==> config.mk <==
export PLATFORM = sky130hd
export DESIGN_NAME = step_atten_ctrl
export DESIGN_NICKNAME = d
export VERILOG_FILES = /design/src/rtl/atten_pkg.sv /design/src/rtl/atten_sclk_edge.sv /design/src/rtl/atten_shreg.sv /design/src/rtl/atten_preset.sv /design/src/rtl/atten_out_latch.sv /design/src/rtl/step_atten_ctrl.sv
export SDC_FILE = /design/constraint.sdc
export NUM_CORES = 1
export LEC_CHECK = 0
export ABC_CLOCK_PERIOD_IN_PS = 2000
export BUFFER_PORTS_ARGS = -buffer_cell sky130_fd_sc_hd__buf_4
export CAP_MARGIN = 20
export CELL_PAD_IN_SITES_DETAIL_PLACEMENT = 1
export CELL_PAD_IN_SITES_GLOBAL_PLACEMENT = 1
export CORE_MARGIN = 3
export CORE_UTILIZATION = 37
export CTS_CLUSTER_SIZE = 12
export DETAILED_ROUTE_END_ITERATION = 6
export GPL_ROUTABILITY_DRIVEN = 0
export PLACE_DENSITY = 0.83
export SLEW_MARGIN = 20
export SYNTH_ARGS = -nofsm -noshare
export SYNTH_HDL_FRONTEND = slang
export SYNTH_HIERARCHICAL = 1
export SYNTH_SLANG_ARGS = --single-unit
==> constraint.sdc <==
create_clock -name clk -period 2 [get_ports clk]
set_input_delay 0.6 -clock clk [delete_from_list [all_inputs] [get_ports clk]]
set_output_delay 0.6 -clock clk [all_outputs]
set_load 0.01 [all_outputs]
==> src/rtl/atten_pkg.sv <==
package atten_pkg;

   typedef enum logic {
      SRC_PARALLEL = 1'b0,
      SRC_SERIAL   = 1'b1
   } atten_src_e;

   // Code value of a level in half-dB steps: the code is the loss times two.
   function automatic int half_db_steps(input int db_x2);
      return db_x2;
   endfunction

endpackage

==> src/rtl/atten_sclk_edge.sv <==
module atten_sclk_edge #(
   parameter bit EDGE_DETECT = 1'b1
) (
   input  logic clk,
   input  logic por,
   input  logic sclk_i,
   output logic shift_o
);

   generate
      if (EDGE_DETECT) begin : g_edge
         logic sclk_q;
         always_ff @(posedge clk) begin
            sclk_q <= sclk_i;
         end
         assign shift_o = sclk_i & ~sclk_q & ~por;
      end else begin : g_level
         assign shift_o = sclk_i & ~por;
      end
   endgenerate

endmodule

==> src/rtl/atten_shreg.sv <==
module atten_shreg #(
   parameter int  WORD_W    = 6,
   parameter bit  MSB_FIRST = 1'b1
) (
   input  logic              clk,
   input  logic              por,
   input  logic              shift_i,
   input  logic              din_i,
   output logic [WORD_W-1:0] sreg_o
);

   localparam int TOP = WORD_W - 1;

   logic [WORD_W-1:0] sreg_d;

   generate
      if (MSB_FIRST) begin : g_msb
         assign sreg_d = {sreg_o[TOP-1:0], din_i};
      end else begin : g_lsb
         assign sreg_d = {din_i, sreg_o[TOP:1]};
      end
   endgenerate

   always_ff @(posedge clk) begin
      if (por)          sreg_o <= '0;
      else if (shift_i) sreg_o <= sreg_d;
   end


   sreg_hold_chk: assert property (@(posedge clk) disable iff (por)
      !shift_i |=> $stable(sreg_o));


   sreg_clear_chk: assert property (@(posedge clk)
      por |=> (sreg_o == '0));

endmodule

==> src/rtl/atten_preset.sv <==
module atten_preset #(
   parameter int WORD_W = 6,
   parameter int CODE_0 = 0,
   parameter int CODE_1 = 16,
   parameter int CODE_2 = 32,
   parameter int CODE_3 = 62
) (
   input  logic [1:0]        sel_i,
   output logic [WORD_W-1:0] code_o
);

   localparam logic [WORD_W-1:0] C0 = WORD_W'(CODE_0);
   localparam logic [WORD_W-1:0] C1 = WORD_W'(CODE_1);
   localparam logic [WORD_W-1:0] C2 = WORD_W'(CODE_2);
   localparam logic [WORD_W-1:0] C3 = WORD_W'(CODE_3);

   always_comb begin
      unique case (sel_i)
         2'd0:    code_o = C0;
         2'd1:    code_o = C1;
         2'd2:    code_o = C2;
         default: code_o = C3;
      endcase
   end

endmodule

==> src/rtl/atten_out_latch.sv <==
module atten_out_latch
   import atten_pkg::*;
#(
   parameter int WORD_W = 6
) (
   input  logic              clk,
   input  logic              por,
   input  atten_src_e        src_i,
   input  logic              le_i,
   input  logic [WORD_W-1:0] sreg_i,
   input  logic [WORD_W-1:0] par_i,
   input  logic [WORD_W-1:0] preset_i,
   output logic [WORD_W-1:0] word_o
);

   logic [WORD_W-1:0] live_src;
   logic [WORD_W-1:0] boot_src;

   assign live_src = (src_i == SRC_SERIAL) ? sreg_i : par_i;
   assign boot_src = ((src_i == SRC_SERIAL) || le_i) ? par_i : preset_i;

   always_ff @(posedge clk) begin
      if (por)       word_o <= boot_src;
      else if (le_i) word_o <= live_src;
   end


   hold_low_chk: assert property (@(posedge clk) disable iff (por)
      !le_i |=> $stable(word_o));


   ser_follow_chk: assert property (@(posedge clk) disable iff (por)
      (le_i && src_i == SRC_SERIAL) |=> (word_o == $past(sreg_i)));


   par_follow_chk: assert property (@(posedge clk) disable iff (por)
      (le_i && src_i == SRC_PARALLEL) |=> (word_o == $past(par_i)));


   boot_serial_chk: assert property (@(posedge clk)
      (por && src_i == SRC_SERIAL) |=> (word_o == $past(par_i)));


   boot_preset_chk: assert property (@(posedge clk)
      (por && src_i == SRC_PARALLEL && !le_i) |=> (word_o == $past(preset_i)));


   boot_direct_chk: assert property (@(posedge clk)
      (por && src_i == SRC_PARALLEL && le_i) |=> (word_o == $past(par_i)));

endmodule

==> src/rtl/step_atten_ctrl.sv <==
module step_atten_ctrl
   import atten_pkg::*;
#(
   parameter int WORD_W      = 6,
   parameter bit MSB_FIRST   = 1'b1,
   parameter bit EDGE_DETECT = 1'b1,
   parameter int PRESET_0    = 0,
   parameter int PRESET_1    = 16,
   parameter int PRESET_2    = 32,
   parameter int PRESET_3    = 62
) (
   input  logic              clk,
   input  logic              por,
   input  logic              mode_ser,
   input  logic              latch_en,
   input  logic              ser_clk,
   input  logic              ser_dat,
   input  logic [WORD_W-1:0] par_word,
   input  logic [1:0]        pup_sel,
   output logic [WORD_W-1:0] atten_word
);

   localparam int MAX_CODE = (1 << WORD_W) - 1;

   generate
      if (WORD_W < 2) begin : g_bad_width
         $error("step_atten_ctrl: WORD_W must be at least 2");
      end
      if (PRESET_0 > MAX_CODE || PRESET_1 > MAX_CODE ||
          PRESET_2 > MAX_CODE || PRESET_3 > MAX_CODE) begin : g_bad_preset
         $error("step_atten_ctrl: a preset code exceeds the word range");
      end
   endgenerate

   logic              shift_pulse;
   logic [WORD_W-1:0] sreg;
   logic [WORD_W-1:0] preset_code;
   atten_src_e        src_sel;

   assign src_sel = mode_ser ? SRC_SERIAL : SRC_PARALLEL;

   atten_sclk_edge #(.EDGE_DETECT(EDGE_DETECT)) edge_i (
      .clk    (clk),
      .por    (por),
      .sclk_i (ser_clk),
      .shift_o(shift_pulse)
   );

   atten_shreg #(.WORD_W(WORD_W), .MSB_FIRST(MSB_FIRST)) shreg_i (
      .clk    (clk),
      .por    (por),
      .shift_i(shift_pulse),
      .din_i  (ser_dat),
      .sreg_o (sreg)
   );

   atten_preset #(
      .WORD_W(WORD_W), .CODE_0(PRESET_0), .CODE_1(PRESET_1),
      .CODE_2(PRESET_2), .CODE_3(PRESET_3)
   ) preset_i (
      .sel_i (pup_sel),
      .code_o(preset_code)
   );

   atten_out_latch #(.WORD_W(WORD_W)) latch_i (
      .clk     (clk),
      .por     (por),
      .src_i   (src_sel),
      .le_i    (latch_en),
      .sreg_i  (sreg),
      .par_i   (par_word),
      .preset_i(preset_code),
      .word_o  (atten_word)
   );


   no_preset_rerun_chk: assert property (@(posedge clk) disable iff (por)
      ($past(mode_ser) != mode_ser && !latch_en) |=> $stable(atten_word));

endmodule

Yosys cells after proc, flatten, opt, wreduce, memory -nomap -nowiden. Cells that the tools add are included.

Register bits after elaboration: 13. Output and inout port bits: 6. RAM bits: 0. Latch bits: 0. Memories kept: 0. Logic and storage cells: 18. Bits in read-only memories: 0. Input bits: 14.

Shifts and indexed selects: 0. Bitwise gates (word level): 4. Muxes and demuxes: 6. Order comparisons: 0. Multipliers: 0. Div/mod/pow operators: 0. $add $sub $neg: 0. Reductions and logical operators: 3. Equal/unequal tests: 2.

Operator list (count): $mux 6 (4); $pmux 6 s3 (1); $and 1x1->1 (2); $eq 2x1->1 const B (1); $eq 2x2->1 const B (1); $logic_not 2->1 (1); $not 1->1 (2); $reduce_bool 2->1 (1); $logic_or 1x1->1 (1); $mux 1 (1).

Depth between registers and ports, before layout.
Depth after elaboration: 4. Depth in mapped cells: 5. Gate-level depth less buffers: 4.

Cells and area by module. The synthesis kept the hierarchy.

Modules (own cells, without submodules): atten_out_latch (sequential area each 180.2 um^2, times used 1, area an instance 385.4 um^2, cells an instance 34); atten_shreg (sequential area each 120.1 um^2, times used 1, area an instance 214.0 um^2, cells an instance 19); atten_preset (sequential area each 0.0 um^2, times used 1, area an instance 40.0 um^2, cells an instance 7); atten_sclk_edge (sequential area each 20.0 um^2, times used 1, area an instance 32.5 um^2, cells an instance 2).

Least setup slack after synthesis. OpenSTA, ideal clock, no wires.

Path kind: input -> register. Start: input pup_sel[0]. End: register latch_i.word_o[2] (data pin). Data required time: 1.735 ns. Cell stages on the path: 5. Library setup time: 0.265 ns. Data arrival time: 1.358 ns. Slack: 0.377 ns. Path through: and2_1 buf_4 or3_1 o211ai_1 o21ai_1.

Word-level cells in the longest chain between the ends: 4. Elaborated cells between the ends (all ways): 6.

RTL lines: start, declared (line step_atten_ctrl.sv:19) `input logic [1:0] pup_sel,`; $eq 2x2->1 (tied with other cells) (line atten_preset.sv:18) `unique case (sel_i)`; $pmux 6 s3 (*) (line atten_preset.sv:18); named net preset_code[2] (line step_atten_ctrl.sv:37) `logic [WORD_W-1:0] preset_code;`; $mux 6 (*) (line atten_out_latch.sv:20) `assign boot_src = ((src_i == SRC_SERIAL) || le_i) ? par_i : preset_i;`; $mux 6 (*) (line atten_out_latch.sv:23) `if (por) word_o <= boot_src;`; end signal, assigned (line atten_out_latch.sv:23); end signal, assigned (line atten_out_latch.sv:24) `else if (le_i) word_o <= live_src;`; end, declared (line atten_out_latch.sv:13) `output logic [WORD_W-1:0] word_o`.

The timed path passes the listed nets; every way through them passes the cells marked *. A chain may end at the register's enable or synchronous reset.

Final worst setup path.
Start: input pup_sel[0]. End: register latch_i.word_o[1] (data pin).

Same word-level chain as after synthesis.

==> flow_summary.toml <==
[global_routing]
grt_pass1_vias = 505
grt_pass1_wl_microns = 2190
antenna_found_initial = 0
gr-total-overflow = 0
gr-usage-all-layers_pct = 11.7
grt_max_degree = 21

[clock_network]
clockRootBuffer = "clkbuf_4"
clockBufferDepth = 2
postCtsSetupBuffers = 0
clock-sinks = 13
cts_tree = "built"
clk_pin_slew_ns = 0.08
cts-htree-levels = 1
cts_inserted_buffers = 3
cts.repair.resized = 0
ctsHoldBuffers = 0
worst_skew_pair.late_latency_ns = 0.27

[route]
vias_per_cell = 4.82
drtIter0Drc = 5
firstDrtPassIters = 2
wl_per_cell_microns = 12.5
ant_nets = 0
wl_microns = 1270
vias = 492
drc = 0

[sta]
max_clock_freq_mhz = 716
fin_skew_ns = 0.00206
maxSlewViolCount = 0
hold_slack_ns = 0.433
period_share_pct = 69.8
setup_viol = 0
tns_ns = 0
post-route-min-period_ns = 1.40
finalHoldViolations = 0
rsz0062_at_grt = "false"

[layout]
drive_gt1_share_pct = 33.3
syn_to_final_growth_pct = 22.3
antenna_cells = 0
nets = 93

[setup_path]
cp_max_fo = 3
cp.arrival_ns = 1.42
path_cells = "buf_4 -> and2_1 -> or3_1 -> o211ai_1 -> o21ai_0"
ff2ff_path_depth = 4
critPathCaptureType = "flip-flop"
worst-setup-path-type = "primary input to flip-flop"
slowest_stage = "or3_1"
cpPeakStageDelay_ns = 0.35
r2r-start = "edge_i/g_edge.sclk_q"
r2r-end = "shreg_i/sreg_o[2]"
cp.required_ns = 2.02
startpoint_type = "primary input"
rrSetupSlack_ns = 0.97

[floorplan]
core_area_sq_mm = 0.00161
dieArea_sq_mm = 0.00236
start_util_pct = 41.7
chipHeight_microns = 48.6
die_w_microns = 48.6
io_pins = 20
fp-row-count = 14

[min_path]
holdPathStages = 1
holdCritStartpoint = "ser_clk"
hold_path_end = "edge_i/g_edge.sclk_q"
hold_class = "primary input to flip-flop"

[synthesis]
yosysWarnings = 6
syn_area_sq_um = 672
syn-instance-count = 62
synth_seq_cells = 13
seq_area_frac_synth_pct = 47.7
syn_nets = 76
synthTopCellsByArea = "edfxtp_1 (27%), dfxtp_1 (21%), mux2i_1 (18%)"
yosysTopAreaCellShare_pct = 26.8
syn-mean-instance-area_sq_um = 10.8
yosysTopAreaCell = "edfxtp_1"
synthDistinctLibCells = 19

[pwr]
power_per_cell_area_mw_per_mm2 = 683
power_leakage_nw = 0.326
peakVddDrop_v = 0.000366

[place]
dp_hpwl_microns = 999
portBuffers = 19

[status]
status = "complete, no violations"

[run]
cap_viol_max_count = 0
## worst max-delay path, delay by kind of cell
kind	cells	cell delay [ns]
simple gates	2	0.51
compound gates	2	0.20
buf+inv	1	0.11
## cell type report
type / instances / area [sq um]
fill: 193 / 790
sequential: 13 / 320
multi-input combinational: 41 / 295
timing repair buffer: 20 / 150
tap: 24 / 30.0
clock buffer: 4 / 26.3
## power breakdown
part           internal, mW  switching [mW]
logic                0.0521          0.0451
registers             0.296         0.00469
clock network        0.0772          0.0860
total                 0.426           0.136
## worst max-delay path by stage
stage                              to  slack [ns]  cells after the start         startpoint
finish              latch_i/word_o[1]        0.60                      5         pup_sel[0]
global route        latch_i/word_o[5]        0.56                      4           mode_ser
CTS                     atten_word[3]        0.59                      1  latch_i/word_o[3]
detailed placement  latch_i/word_o[1]        0.30                      5         pup_sel[0]
global placement    latch_i/word_o[1]        0.31                      5         pup_sel[0]
floorplan           latch_i/word_o[2]        0.38                      5         pup_sel[0]
## registers in the layout, indices dropped and copies added (netlist names)
name / count
shreg_i/sreg_o: 6
edge_i/g_edge.sclk_q: 1
latch_i/word_o: 6
## per-stage QoR
step | setup slack, ns | util (%) | power (mW) | instance area [sq um] | std cells
after floorplan | 0.377 | - | 0.360 | 672 | 62
after global placement | 0.315 | 49.4 | 0.403 | 796 | 98
after detailed placement | 0.298 | 49.4 | 0.406 | 796 | 98
after CTS | 0.591 | 51.0 | 0.567 | 822 | 102
after global routing | 0.563 | 51.0 | 0.591 | 822 | 102
final | 0.604 | 51.0 | 0.561 | 822 | 102
## cell usage in the layout (no fill, tap or decap), types with 2 or more instances in the layout
cell / count
mux2i_1: 12
dfxtp_1: 7
edfxtp_1: 6
o21ai_1: 2
o211ai_1: 5
clkbuf_4: 3
or3_1: 5
o21ai_0: 3
buf_4: 20
nor2_1: 6
## cells in the mapped netlist
library cell,n
a21oi_1,1
a211oi_1,1
nor2_4,1
buf_6,2
mux2i_1,12
or3_1,5
o21ai_1,2
clkbuf_1,3
nor2b_1,1
o21ai_0,3
or2_2,1
and2_1,1
nor3b_2,1
buf_4,3
conb_1,1
dfxtp_1,7
o211ai_1,5
nor2_1,6
edfxtp_1,6
## cell families after synthesis
| group | Yosys count | synth area share [%] |
|---|---|---|
| buffers and inverters | 8 | 8.38 |
| other | 1 | 0.558 |
| AOI/OAI and AO/OA | 12 | 11.2 |
| and+or+nand+nor | 16 | 14.3 |
| muxes | 12 | 17.9 |
| DFF | 13 | 47.7 |
## routing by layer
layer	share of wire [%]	global-route usage, %
met3	4.7	3.07
met2	50	20.6
met4	0	4.27
met1	45	13.5
met5	0	0
Note: power is estimated with default switching activity, not from simulation.
